$ cat src/rtl/rst_seq_pkg.sv
package rst_seq_pkg;

   localparam int DATA_W = 32;
   localparam int MS_W   = 8;

   typedef enum logic [1:0] {
      SK_PIN_LOW,
      SK_PIN_HIGH,
      SK_SET,
      SK_CLR
   } step_kind_e;

   typedef enum logic [1:0] {
      TG_CFG,
      TG_LANE0,
      TG_LANE1
   } target_e;

   typedef struct packed {
      step_kind_e          kind;
      target_e             tgt;
      logic [DATA_W-1:0]   mask;
      logic [MS_W-1:0]     wait_ms;
   } step_t;

   typedef enum logic [2:0] {
      SQ_IDLE,
      SQ_STEP,
      SQ_RMW,
      SQ_WAIT,
      SQ_DONE
   } sq_state_e;

   typedef enum logic [1:0] {
      RM_IDLE,
      RM_RD,
      RM_WR
   } rm_state_e;

endpackage

$ cat src/rtl/seq_ms_timer.sv
module seq_ms_timer #(
   parameter int CLK_PER_MS = 100000,
   parameter int MAX_MS     = 80,
   parameter int MS_W       = 8
) (
   input  logic            clk,
   input  logic            rst_n,
   input  logic            load,
   input  logic [MS_W-1:0] ms,
   output logic            busy
);

   localparam int CNT_W = $clog2(MAX_MS * CLK_PER_MS + 1) + 1;

   logic [CNT_W-1:0] cnt_q;
   logic [CNT_W-1:0] load_val;
   logic             busy_q;

   generate
      if (CLK_PER_MS == 1) begin : g_unit
         assign load_val = CNT_W'(ms);
      end else begin : g_scaled
         assign load_val = CNT_W'(ms) * CNT_W'(CLK_PER_MS);
      end
   endgenerate

   always_ff @(posedge clk or negedge rst_n) begin
      if (!rst_n) begin
         cnt_q  <= '0;
         busy_q <= 1'b0;
      end else if (load) begin
         cnt_q  <= load_val - CNT_W'(1);
         busy_q <= 1'b1;
      end else if (busy_q) begin
         if (cnt_q == '0) begin
            busy_q <= 1'b0;
         end else begin
            cnt_q <= cnt_q - CNT_W'(1);
         end
      end
   end

   assign busy = busy_q;

endmodule

$ cat src/rtl/seq_rmw.sv
module seq_rmw
   import rst_seq_pkg::*;
#(
   parameter int PORT_W = 8,
   parameter int ADDR_W = 16
) (
   input  logic              clk,
   input  logic              rst_n,
   input  logic              go,
   input  logic              clr_mode,
   input  logic [PORT_W-1:0] port_i,
   input  logic [ADDR_W-1:0] addr_i,
   input  logic [DATA_W-1:0] mask_i,
   output logic              req_valid,
   output logic              req_write,
   output logic [PORT_W-1:0] req_port,
   output logic [ADDR_W-1:0] req_addr,
   output logic [DATA_W-1:0] req_wdata,
   input  logic              ack,
   input  logic [DATA_W-1:0] rdata,
   output logic              done
);

   rm_state_e         st_q;
   logic              clr_q;
   logic [PORT_W-1:0] port_q;
   logic [ADDR_W-1:0] addr_q;
   logic [DATA_W-1:0] mask_q;
   logic [DATA_W-1:0] data_q;
   logic              done_q;
   logic [DATA_W-1:0] merged;

   assign merged = clr_q ? (rdata & ~mask_q) : (rdata | mask_q);

   always_ff @(posedge clk or negedge rst_n) begin
      if (!rst_n) begin
         st_q   <= RM_IDLE;
         clr_q  <= 1'b0;
         port_q <= '0;
         addr_q <= '0;
         mask_q <= '0;
         data_q <= '0;
         done_q <= 1'b0;
      end else begin
         done_q <= 1'b0;
         case (st_q)
            RM_IDLE: if (go) begin
               clr_q  <= clr_mode;
               port_q <= port_i;
               addr_q <= addr_i;
               mask_q <= mask_i;
               st_q   <= RM_RD;
            end
            RM_RD: if (ack) begin
               data_q <= merged;
               st_q   <= RM_WR;
            end
            RM_WR: if (ack) begin
               done_q <= 1'b1;
               st_q   <= RM_IDLE;
            end
            default: st_q <= RM_IDLE;
         endcase
      end
   end

   assign req_valid = (st_q == RM_RD) || (st_q == RM_WR);
   assign req_write = (st_q == RM_WR);
   assign req_port  = port_q;
   assign req_addr  = addr_q;
   assign req_wdata = data_q;
   assign done      = done_q;

endmodule

$ cat src/rtl/pcie_rst_seq.sv
module pcie_rst_seq
   import rst_seq_pkg::*;
#(
   parameter int                 CLK_PER_MS   = 100000,
   parameter int                 PORT_W       = 8,
   parameter int                 ADDR_W       = 16,
   parameter logic [PORT_W-1:0]  SOC_PORT     = 8'h31,
   parameter logic [PORT_W-1:0]  AFE_PORT     = 8'h16,
   parameter logic [ADDR_W-1:0]  CFG_ADDR     = 16'h0073,
   parameter logic [ADDR_W-1:0]  LANE0_ADDR   = 16'h2080,
   parameter logic [ADDR_W-1:0]  LANE1_ADDR   = 16'h2180,
   parameter int                 LANE_RST_BIT = 0,
   parameter int                 PHY_SB_BIT   = 1,
   parameter int                 MAIN_BIT     = 2,
   parameter int                 CTL_SB_BIT   = 3,
   parameter int                 PRIM_BIT     = 4,
   parameter int                 MIX_LO_BIT   = 6,
   parameter int                 MIX_HI_BIT   = 7,
   parameter int                 WAIT_A_MS    = 1,
   parameter int                 WAIT_B_MS    = 80,
   parameter int                 WAIT_C_MS    = 20
) (
   input  logic              clk,
   input  logic              rst_n,
   input  logic              start,
   output logic              perst_n,
   output logic              req_valid,
   output logic              req_write,
   output logic [PORT_W-1:0] req_port,
   output logic [ADDR_W-1:0] req_addr,
   output logic [31:0]       req_wdata,
   input  logic              ack,
   input  logic [31:0]       rdata,
   output logic              done
);

   localparam int NSTEPS = 8;
   localparam int IDX_W  = $clog2(NSTEPS);
   localparam int MAX_MS = (WAIT_A_MS > WAIT_B_MS)
                           ? ((WAIT_A_MS > WAIT_C_MS) ? WAIT_A_MS : WAIT_C_MS)
                           : ((WAIT_B_MS > WAIT_C_MS) ? WAIT_B_MS : WAIT_C_MS);
   localparam int CHK_BITS [7] = '{LANE_RST_BIT, PHY_SB_BIT, MAIN_BIT,
                                   CTL_SB_BIT, PRIM_BIT, MIX_LO_BIT, MIX_HI_BIT};
   localparam logic [DATA_W-1:0] ONE = DATA_W'(1);

   generate
      if (CLK_PER_MS < 1) begin : g_bad_rate
         $error("CLK_PER_MS must be at least 1");
      end
      if (MAX_MS >= (1 << MS_W) || WAIT_A_MS < 1 || WAIT_B_MS < 1 || WAIT_C_MS < 1)
      begin : g_bad_wait
         $error("wait lengths must lie in 1 .. 2**MS_W-1");
      end
      for (genvar b = 0; b < 7; b++) begin : g_bitchk
         if (CHK_BITS[b] < 0 || CHK_BITS[b] >= DATA_W) begin : g_bad_bit
            $error("bit position outside the data word");
         end
      end
   endgenerate

   function automatic step_t step_at(input logic [IDX_W-1:0] idx);
      step_t s;
      s = '{kind: SK_PIN_LOW, tgt: TG_CFG, mask: '0, wait_ms: '0};
      case (idx)
         3'd0: s.kind = SK_PIN_LOW;
         3'd1: begin
            s.kind = SK_SET; s.mask = ONE << LANE_RST_BIT;
            s.wait_ms = MS_W'(WAIT_A_MS);
         end
         3'd2: begin
            s.kind = SK_SET; s.mask = (ONE << PHY_SB_BIT) | (ONE << MAIN_BIT);
            s.wait_ms = MS_W'(WAIT_B_MS);
         end
         3'd3: begin
            s.kind = SK_SET; s.mask = ONE << CTL_SB_BIT;
            s.wait_ms = MS_W'(WAIT_C_MS);
         end
         3'd4: s.kind = SK_PIN_HIGH;
         3'd5: begin
            s.kind = SK_SET; s.mask = ONE << PRIM_BIT;
         end
         3'd6: begin
            s.kind = SK_CLR; s.tgt = TG_LANE0;
            s.mask = (ONE << MIX_LO_BIT) | (ONE << MIX_HI_BIT);
         end
         default: begin
            s.kind = SK_CLR; s.tgt = TG_LANE1;
            s.mask = (ONE << MIX_LO_BIT) | (ONE << MIX_HI_BIT);
         end
      endcase
      return s;
   endfunction

   sq_state_e         st_q;
   logic [IDX_W-1:0]  idx_q;
   logic              perst_q;
   logic              done_q;
   step_t             cur;
   logic              last_step;
   logic              rmw_go;
   logic              rmw_done;
   logic              tmr_load;
   logic              tmr_busy;
   logic [PORT_W-1:0] tgt_port;
   logic [ADDR_W-1:0] tgt_addr;

   assign cur       = step_at(idx_q);
   assign last_step = (idx_q == IDX_W'(NSTEPS - 1));
   assign rmw_go    = (st_q == SQ_STEP) && (cur.kind == SK_SET || cur.kind == SK_CLR);
   assign tmr_load  = (st_q == SQ_RMW) && rmw_done && (cur.wait_ms != '0);

   always_comb begin
      tgt_port = (cur.tgt == TG_CFG) ? SOC_PORT : AFE_PORT;
      case (cur.tgt)
         TG_LANE0: tgt_addr = LANE0_ADDR;
         TG_LANE1: tgt_addr = LANE1_ADDR;
         default:  tgt_addr = CFG_ADDR;
      endcase
   end

   always_ff @(posedge clk or negedge rst_n) begin
      if (!rst_n) begin
         st_q    <= SQ_IDLE;
         idx_q   <= '0;
         perst_q <= 1'b1;
         done_q  <= 1'b0;
      end else begin
         case (st_q)
            SQ_IDLE: if (start) begin
               idx_q <= '0;
               st_q  <= SQ_STEP;
            end
            SQ_STEP: begin
               if (cur.kind == SK_PIN_LOW || cur.kind == SK_PIN_HIGH) begin
                  perst_q <= (cur.kind == SK_PIN_HIGH);
                  if (last_step) begin
                     st_q   <= SQ_DONE;
                     done_q <= 1'b1;
                  end else begin
                     idx_q <= idx_q + IDX_W'(1);
                  end
               end else begin
                  st_q <= SQ_RMW;
               end
            end
            SQ_RMW: if (rmw_done) begin
               if (cur.wait_ms != '0) begin
                  st_q <= SQ_WAIT;
               end else if (last_step) begin
                  st_q   <= SQ_DONE;
                  done_q <= 1'b1;
               end else begin
                  idx_q <= idx_q + IDX_W'(1);
                  st_q  <= SQ_STEP;
               end
            end
            SQ_WAIT: if (!tmr_busy) begin
               if (last_step) begin
                  st_q   <= SQ_DONE;
                  done_q <= 1'b1;
               end else begin
                  idx_q <= idx_q + IDX_W'(1);
                  st_q  <= SQ_STEP;
               end
            end
            SQ_DONE: st_q <= SQ_DONE;
            default: st_q <= SQ_IDLE;
         endcase
      end
   end

   seq_ms_timer #(
      .CLK_PER_MS (CLK_PER_MS),
      .MAX_MS     (MAX_MS),
      .MS_W       (MS_W)
   ) u_timer (
      .clk   (clk),
      .rst_n (rst_n),
      .load  (tmr_load),
      .ms    (cur.wait_ms),
      .busy  (tmr_busy)
   );

   seq_rmw #(
      .PORT_W (PORT_W),
      .ADDR_W (ADDR_W)
   ) u_rmw (
      .clk       (clk),
      .rst_n     (rst_n),
      .go        (rmw_go),
      .clr_mode  (cur.kind == SK_CLR),
      .port_i    (tgt_port),
      .addr_i    (tgt_addr),
      .mask_i    (cur.mask),
      .req_valid (req_valid),
      .req_write (req_write),
      .req_port  (req_port),
      .req_addr  (req_addr),
      .req_wdata (req_wdata),
      .ack       (ack),
      .rdata     (rdata),
      .done      (rmw_done)
   );

   assign perst_n = perst_q;
   assign done    = done_q;

endmodule

$ cat config.mk
export PLATFORM = sky130hd
export DESIGN_NAME = pcie_rst_seq
export DESIGN_NICKNAME = d
export VERILOG_FILES = /design/src/rtl/rst_seq_pkg.sv /design/src/rtl/seq_ms_timer.sv /design/src/rtl/seq_rmw.sv /design/src/rtl/pcie_rst_seq.sv
export SDC_FILE = /design/constraint.sdc
export NUM_CORES = 1
export LEC_CHECK = 0
export ABC_AREA = 1
export BUFFER_PORTS_ARGS = -buffer_cell sky130_fd_sc_hd__buf_2
export CAP_MARGIN = 20
export CORE_UTILIZATION = 40
export DETAILED_ROUTE_END_ITERATION = 10
export GPL_ROUTABILITY_DRIVEN = 0
export HOLD_SLACK_MARGIN = 0.12
export PLACE_DENSITY_LB_ADDON = 0.05
export SYNTH_ARGS = -nofsm -noshare
export SYNTH_HDL_FRONTEND = slang
export SYNTH_SLANG_ARGS = --single-unit
$ cat constraint.sdc
create_clock -name clk -period 3.89 [get_ports clk]
set_input_delay 0.778 -clock clk [delete_from_list [all_inputs] [get_ports clk]]
set_output_delay 0.778 -clock clk [all_outputs]
set_load 0.01 [all_outputs]
# ---- Yosys cells after proc, flatten, opt, wreduce, memory -nomap -nowiden
# Index checks and enable logic that the tools add are counted.
dict set report totals {
  ram_bits 0
  latch_bits 0
  rom_bits 0
  output_inout_bits 60
  memories 0
  regBits 125
  word_cells 115
}
dict set report op_classes {
  n_shift 0
  multipliers 1
  muxes 40
  n_eq_ne 28
  bitwise_logic 3
  div_mod_pow 0
  addsub 3
  n_lt_le_gt_ge 0
  n_reduce_logical 27
}
# operator count
set op_table {}
lappend op_table {{$mux 24} 3}
lappend op_table {{$sub 24x1->24 const B} 2}
lappend op_table {{$pmux 8 s5} 1}
lappend op_table {{$mux 3} 13}
lappend op_table {{$and 32x32->32} 1}
lappend op_table {{$mux 32} 1}
lappend op_table {{$not 32->32} 1}
lappend op_table {{$or 32x32->32} 1}
lappend op_table {{$pmux 14 s2} 1}
lappend op_table {{$logic_not 24->1} 1}
lappend op_table {{$pmux 7 s3} 1}
lappend op_table {{$mul 7x12->19 const B} 1}
lappend op_table {{$eq 3x3->1 const B} 5}
lappend op_table {{$pmux 3 s5} 1}
lappend op_table {{$eq 3x2->1 const B} 4}
lappend op_table {{$ne 2x2->1 const B} 6}
lappend op_table {{$pmux 2 s3} 2}
lappend op_table {{$pmux 3 s4} 1}
lappend op_table {{$mux 1} 10}
lappend op_table {{$eq 2x2->1 const B} 4}
lappend op_table {{$reduce_and 2->1} 4}
lappend op_table {{$reduce_bool 8->1} 1}
lappend op_table {{$eq 2x1->1 const B} 3}
lappend op_table {{$eq 3x1->1 const B} 2}
lappend op_table {{21 further kinds} 32}

# ---- Depth between registers and ports, before layout
# Gate-level depths: netlist (run 1).
dict set report logic_depth {
  depth_word 8
  mapped_depth 29
  ltp_nobuf 27
}

# ---- By module
# A second synthesis (run 1) with hierarchy kept.
dict set report hier_totals {
  hier_cells 1099
  area_unflattened_um2 8368.0
}
# mod area_per_inst_um2 cells_per_inst n_inst
set modules_own_cells {}
lappend modules_own_cells {seq_rmw 3916.3 444 1}
lappend modules_own_cells {seq_ms_timer 3727.3 557 1}
lappend modules_own_cells {pcie_rst_seq 724.4 98 1}

# ---- Worst setup path before layout (run 1)
# Ideal clock, no wire load.
dict set report synth_timing {
  path_type {register to register}
  start {reg idx_q[2]}
  end {reg u_timer.cnt_q[23]}
  path_stages_with_launch 29
  setup_ns 0.116
  n_path_buf 2
  slack_ns 0.197
  period_less_slack_ns 3.693
  arrival_ns 3.577
  cell_sequence {dfrtp_1 > inv_2 > buf_6 > ha_1 > buf_2 > inv_1 > nand2_2 > inv_2 > ha_1 > inv_1 > ha_1 > ha_1 > ha_1 > ha_1 > nand2_1 > nor2_1 > nand2_1 > nand2_1 > nand2_1 > nand2_2 > nand2_1 > nand2_1 > nand2_1 > nor2_4 > nand3_1 > nand2_1 > nand2_1 > nand2_1 > nand2_1}
}
dict set report synth_via {
  elab_chain_len 6
  word_cells_on_any_way 12
  cone_classes {add/sub: 1; mul: 1; eq/ne: 4; mux: 2; reduce/logical: 4}
}
# item line
set synth_rtl {}
lappend synth_rtl {{start: declaration} pcie_rst_seq.sv:95} ;# logic [IDX_W-1:0] idx_q;
lappend synth_rtl {{start signal: assignment} pcie_rst_seq.sv:140} ;# idx_q <= idx_q + IDX_W'(1);
lappend synth_rtl {{start signal: assignment} pcie_rst_seq.sv:153} ;# idx_q <= idx_q + IDX_W'(1);
lappend synth_rtl {{start signal: assignment} pcie_rst_seq.sv:162} ;# idx_q <= idx_q + IDX_W'(1);
lappend synth_rtl {{$eq 3x2->1 / $eq 3x1->1 (equally long branches)} pcie_rst_seq.sv:64} ;# case (idx)
lappend synth_rtl {{$pmux 7 s3 (*)} pcie_rst_seq.sv:64}
lappend synth_rtl {{parallel branches: the longest is 4 deep, another holds $sub 24x1->24} --}
lappend synth_rtl {{end signal: assignment} seq_ms_timer.sv:32} ;# cnt_q <= load_val - CNT_W'(1);
lappend synth_rtl {{end signal: assignment} seq_ms_timer.sv:38} ;# cnt_q <= cnt_q - CNT_W'(1);
lappend synth_rtl {{end: declaration} seq_ms_timer.sv:15} ;# logic [CNT_W-1:0] cnt_q;
# Every way passes the cells marked *.
# A chain may end at the register's enable or synchronous reset.

# ---- Worst setup path after layout (run 1)
dict set report layout_timing {
  start {reg idx_q[0]}
  end {reg u_timer.cnt_q[23]}
}
# Same word-level chain as after synthesis.

==> out/results.txt, run 1 <==
Grt ovf: 0
Antenna cells: 0
Layout cells sized above 1: 20.4%
Via density: 4.81
Met3 Usage GRT: 3.69%
Most frequent cells in the layout: nand2_1, buf_2, inv_1
Final cycle utilization of the critical path: 91.0%
Critical R2R Launch: idx_q[0]
Avg Inst Size Synth: 7.42 µm²
Total core area: 0.0122 mm²
Routing usage on met1: 26.1%
Commonest non-fill, non-tap cell in the layout: nand2_1
# setup viols final: 0
Core Util, Final: 48.2%
Top Usage Layer GRT: met2
Clk_skew: 2.63 ps
DR iter-0 viols: 203
Grt met2 use: 31.3%
Cell accounting for the most synthesized area: dfrtp_1
Crit end category: register
Leakage: 3.15 nW
Vias: 4,507
R2R cell count: 26
Via count of the first global-routing pass: 4,176
Port bufs: 84
Cell Rows: 40
HPWL after DPL: 9.14 mm
Max-Cap Viols: 0
Htree depth: 3
Fin crit period: 3540 ps
RSZ-0062 raised after global routing: no
Worst R2R Setup Slack: 350 ps
Largest net degree at the start of global routing: 79
Worst Path Arrival: 3770 ps
Slowest stage cell, crit path: dfrtp_1
Share of Yosys cell area claimed by the top area cell type: 37.8%
Nets: 831
Synthesized flop and latch total: 78
Slowest stage delay, CP: 400 ps
DP Area: 0.00559 mm²
Cell count after synthesis: 687
Area of the mapped netlist: 0.00510 mm²
Drt first pass iters: 4
Critical Path Most Common Cell: nand2_1
Clock Latency Late Sink: 340 ps
Max Slew Vio Count: 0
Antenna violations before repair: 0
Worst Path Buf+Inv: 3
Worst Path Max Fanout: 9
Least-Margin Pin Slew: 978 ps
Hold-fix buffers, CTS: 0
Sequential share of the synthesized area: 38.3%
Fmax achieved: 0.283 GHz
Inserted Clock Buffers: 9
Cts repair resizes: 0
Cell area power density: 773 mW/mm²
Maximum buffer depth of the clock tree: 2
TNS Setup: 0 ps
Starting density of the core: 41.8%
Worst hold stages: 2
Req. time, crit path: 4120 ps
Post-synth EDFFs: 0
Wire per inst: 13.0 µm
First-pass GRT wire length: 20.0 mm
Hold Path End: done
Filler cells: 1,234
Routed Antenna Nets: 0
Clk sinks: 78
Cell Count, Final, Fillers Out: 937
HP Start: done
Die area: 0.0132 mm²
Most used flip-flop cell after synthesis: dfrtp_1
Reg clk slew, reported paths: 60 ps
Max IR drop VDD: 0.324 mV
Kind of critical path: reg2reg
Dpl cells: 921
WL final: 12.2 mm
DRC errors left: 0
Final hold violations: 0
Finished Cell Area: 0.00589 mm²
P&R area growth vs syn: 15.5%
All-Layer GR Usage: 19.6%
Chip Height: 115 µm
Die W: 115 µm
Reg-to-reg endpoint: u_timer.cnt_q[23]
Fraction of registers with async set/reset: 100%
Status: completed
Worst Setup Start Kind: register
Ports: 96
Post-synthesis cell type count: 44
Worst slew margin: 34.8%
HP Class: reg2reg
Root Driver: clkbuf_16
Synth warnings: 0
CTS tree: yes
Synth top area cells: dfrtp_1, nand2_1, ha_1, inv_1, o21ai_0
Post-CTS setup buffer count: 0
CP delay by family, top: simple AND/OR/NAND/NOR gates
power by group:
group          total [mW]  internal [mW]  switching (mW)
combinational        2.36          0.857            1.50
clock               0.769          0.449           0.320
sequential           1.42           1.16           0.257
total                4.55           2.47            2.08
tightest hold or removal path, stage by stage (launching register included):
cell and delay (ps):
dfrtp_1 340, inv_1 40, nand2_1 50
worst max-delay path by stage:
stage | start | end | cells after the start
6_report | idx_q[0] | u_timer.cnt_q[23] | 26
5_1_grt | idx_q[1] | u_timer.cnt_q[23] | 26
4_1_cts | idx_q[0] | u_timer.cnt_q[23] | 26
3_5_place_dp | idx_q[0] | u_timer.cnt_q[23] | 26
3_3_place_gp | idx_q[0] | u_timer.cnt_q[23] | 26
2_1_floorplan | idx_q[2] | u_timer.cnt_q[23] | 28
cells in the mapped netlist, types with 5 or more instances:
library cell and n:
a21oi_1 18, buf_4 20, clkbuf_1 9, dfrtp_1 77
ha_1 30, inv_1 78, inv_2 6, nand2_1 210
nand2_2 10, nand3_1 36, nand3_2 7, nand4_1 7
nor2_1 54, nor2_2 9, nor2_4 5, nor3_1 11
o21ai_0 47, xor2_1 5
flip-flops by register name (all words and copies together), names as in the netlist, 2 cells and up:
name / flops
idx_q: 3
st_q: 3
u_rmw.mask_q: 5
u_rmw.req_port: 3
u_rmw.req_wdata: 32
u_rmw.st_q: 2
u_timer.cnt_q: 24
kinds of logic after synthesis:
family	Yosys count	share of synthesized area, %
mux	1	0.196
flops	78	38.3
compound gates	84	9.05
other cells	1	0.0735
simple gates	361	32.1
fa+ha+maj	31	7.75
xor+xnor	9	1.55
buf+inv	122	11.0
final cells by class:
class | count | area, µm² | share of cell area [%]
tap | 168 | 210 | 3.57
inverter | 86 | 323 | 5.48
clock buffer | 13 | 250 | 4.25
clock inverter | 3 | 20.0 | 0.340
sequential | 78 | 1950 | 33.2
timing repair buffer | 92 | 483 | 8.20
multi-input combinational | 497 | 2650 | 45.0
layer usage:
metal | wire length [µm] | share of wire (%)
met1 | 6010 | 49
met2 | 5410 | 44
met3 | 626 | 5.1
met4 | 174 | 1.4
met5 | 0 | 0
metrics by stage:
stage	hold slack, ps	setup WS (ps)	power [mW]
finish	462	352	4.55
global route	485	36.8	5.00
CTS	467	129	4.59
detailed placement	453	139	3.79
global placement	444	237	3.75
floorplan	475	197	3.14
Note: power is estimated with default switching activity, not from simulation.
==> run 2: changes to the inputs <==
ABC_AREA = not set   (was 1)
==> out/results.txt, run 2 <==
Port bufs: 84
First-pass GRT wire length: 16.5 mm
TNS Setup: 0 ps
Least-Margin Pin Slew: 656 ps
Layout cells sized above 1: 32.9%
Via count of the first global-routing pass: 3,357
# setup viols final: 0
Inserted Clock Buffers: 9
P&R area growth vs syn: 25.0%
Reg-to-reg endpoint: u_timer.cnt_q[23]
Hold-fix buffers, CTS: 0
Post-synth EDFFs: 0
Worst Path Arrival: 3940 ps
Crit end category: register
Sequential share of the synthesized area: 42.8%
Max Slew Vio Count: 0
Tot Pwr: 4.74 mW
Critical Path Most Common Cell: ha_1
Maximum buffer depth of the clock tree: 2
R2R cell count: 16
Fin crit period: 3730 ps
Antenna cells: 0
Commonest non-fill, non-tap cell in the layout: buf_2
Most frequent cells in the layout: buf_2, dfrtp_1, nand2_1
Comb pwr share: 49.5%
Cell accounting for the most synthesized area: dfrtp_1
Critical path cell sequence: ha_2 > ha_1 > nor2_4 > inv_2 > ha_1 > and2_1 > ha_1 > ha_1 > ha_4 > and3_4 > a2111oi_2 > or4_4 > a211oi_2 > nand4_1 > xnor2_1 > o21ai_1
Avg Inst Size Synth: 9.87 µm²
Pre-CTS setup slack: 70.7 ps
Critical R2R Launch: idx_q[1]
Vias: 3,509
Register area: 0.00195 mm²
Die area: 0.0118 mm²
Slowest stage cell, crit path: or4_4
Fmax achieved: 0.268 GHz
Grt ovf: 0
Via density: 4.94
Area of the mapped netlist: 0.00456 mm²
WL final: 9.95 mm
Worst Setup Start Kind: register
Most used flip-flop cell after synthesis: dfrtp_1
Largest net degree at the start of global routing: 79
Synthesized flop and latch total: 78
Starting density of the core: 41.5%
Routed Antenna Nets: 0
Cell Rows: 38
Kind of critical path: reg2reg
Nets: 633
Antenna violations before repair: 0
Max-Cap Viols: 0
DR iter-0 viols: 89
Drt first pass iters: 4
Cell area power density: 832 mW/mm²
RSZ-0062 raised after global routing: no
Post-synthesis cell type count: 54
Synth warnings: 0
Worst R2R Setup Slack: 160 ps
Top post-synthesis cells by count: dfrtp_1, nand2_1, nor2_1
Root Driver: clkbuf_16
HPWL after DPL: 7.51 mm
Max reg flops: 32
Ports: 96
Htree depth: 3
Top-count cell post-synth: dfrtp_1
Req. time, crit path: 4100 ps
CTS tree: yes
Clock Latency Late Sink: 340 ps
HP Class: in2async
Footprint of the multi-input gates: 0.00242 mm²
DRC errors left: 0
Clk sinks: 78
Clock Power Share: 19.5%
Switching power: 1.83 mW
Seq pwr share: 30.9%
Share of Yosys cell area claimed by the top area cell type: 42.3%
Chip Height: 109 µm
Total core area: 0.0110 mm²
Hold WS: 241 ps
Fraction of registers with async set/reset: 100%
Filler cells: 1,004
Final hold violations: 0
Clk_skew: 5.89 ps
Die W: 109 µm
Switch share: 38.6%
Synth top area cells: dfrtp_1, ha_1, mux2_2, xnor2_1, nand2_1
Internal power: 2.91 mW
Final cycle utilization of the critical path: 95.9%
Reg clk slew, reported paths: 60 ps
All-Layer GR Usage: 18.3%
Worst slew margin: 55.7%
Wire per inst: 14.0 µm
Status: completed
Setup WS post-layout: 161 ps
Slowest stage delay, CP: 500 ps
Worst Path Max Fanout: 5
Cell count after synthesis: 462
Max IR drop VDD: 0.404 mV
Leakage: 2.72 nW
run 2: cell types whose count changed in the layout (fill, tap and decap cells not counted), moves of 20 or more:
cell     before  now
nand2_1     209   49
inv_1        78   20
nand3_1      36    7
buf_4         9   35
mux2_2        0   26
o21ai_0      47   26
xnor2_1       4   25
nor2_1       53   33
run 2: worst max path at each step:
stage | to | from
floorplan | u_timer.cnt_q[23] | idx_q[0]
global placement | u_timer.cnt_q[18] | idx_q[1]
detailed placement | u_timer.cnt_q[23] | idx_q[0]
CTS | u_timer.cnt_q[23] | idx_q[0]
global route | u_timer.cnt_q[23] | idx_q[1]
finish | u_timer.cnt_q[23] | idx_q[1]
run 2: what timing repair did:
| item | in CTS | in global routing |
|---|---|---|
| buffers inserted | 0 | 4 |
| hold endpoints to repair | 0 | 0 |
| setup endpoints to repair | 0 | 5 |
| resized for setup | 0 | 12 |
run 2: per-stage QoR:
step	utilization (%)	area, µm²	std cells
2_1_floorplan	-	4630	472
3_3_place_gp	47.6	5230	689
3_5_place_dp	47.8	5260	690
4_1_cts	50.9	5590	706
5_1_grt	51.9	5700	711
6_report	51.9	5700	711
run 2: power groups by stage:
| stage | logic (mW) | clock network, mW | registers, mW |
|---|---|---|---|
| finish | 2.35 | 0.926 | 1.47 |
| global route | 2.63 | 0.984 | 1.52 |
| CTS | 2.30 | 0.950 | 1.47 |
| detailed placement | 2.29 | 0 | 1.48 |
| global placement | 2.27 | 0 | 1.46 |
| floorplan | 1.51 | 0 | 1.51 |
run 2: final cells by class:
cell class,count,area share [%]
Sequential cell,78,34.3
Clock buffer,11,4.44
Tap cell,140,3.07
Multi-Input combinational cell,336,42.5
Clock inverter,5,1.43
Timing Repair Buffer,120,12.9
Inverter,21,1.38
run 2: metal layers:
layer	share of wire, %	up-vias	wire length (µm)	GRT usage [%]
li1	-	1778	-	-
met1	49	1658	4870	24.3
met2	46	61	4590	29.3
met3	3.5	12	346	4.00
met4	1.4	0	144	6.95
met5	0	-	0	0
run 2: cell families (layout without fill, tap and decap cells):
kind of cell	after synthesis	in the layout	share of synthesized area, %
AND/OR/NAND/NOR	146	146	15.9
AO/OA/AOI/OAI	80	80	11.3
flip-flops	78	78	42.8
buffers and inverters	58	157	6.59
XOR/XNOR	35	35	6.73
multiplexers	33	33	7.96
adder cells (fa/ha/maj)	31	31	8.67
other	1	11	0.0823
run 2: critical path: cells and delay by family, from the launching register on:
kind | cells | cell delay [ps]
DFF | 1 | 420
AOI/OAI and AO/OA | 3 | 410
and+or+nand+nor | 5 | 1140
xor gates and xnor gates | 1 | 160
buffers and inverters | 1 | 70
adders and majority gates | 6 | 1400
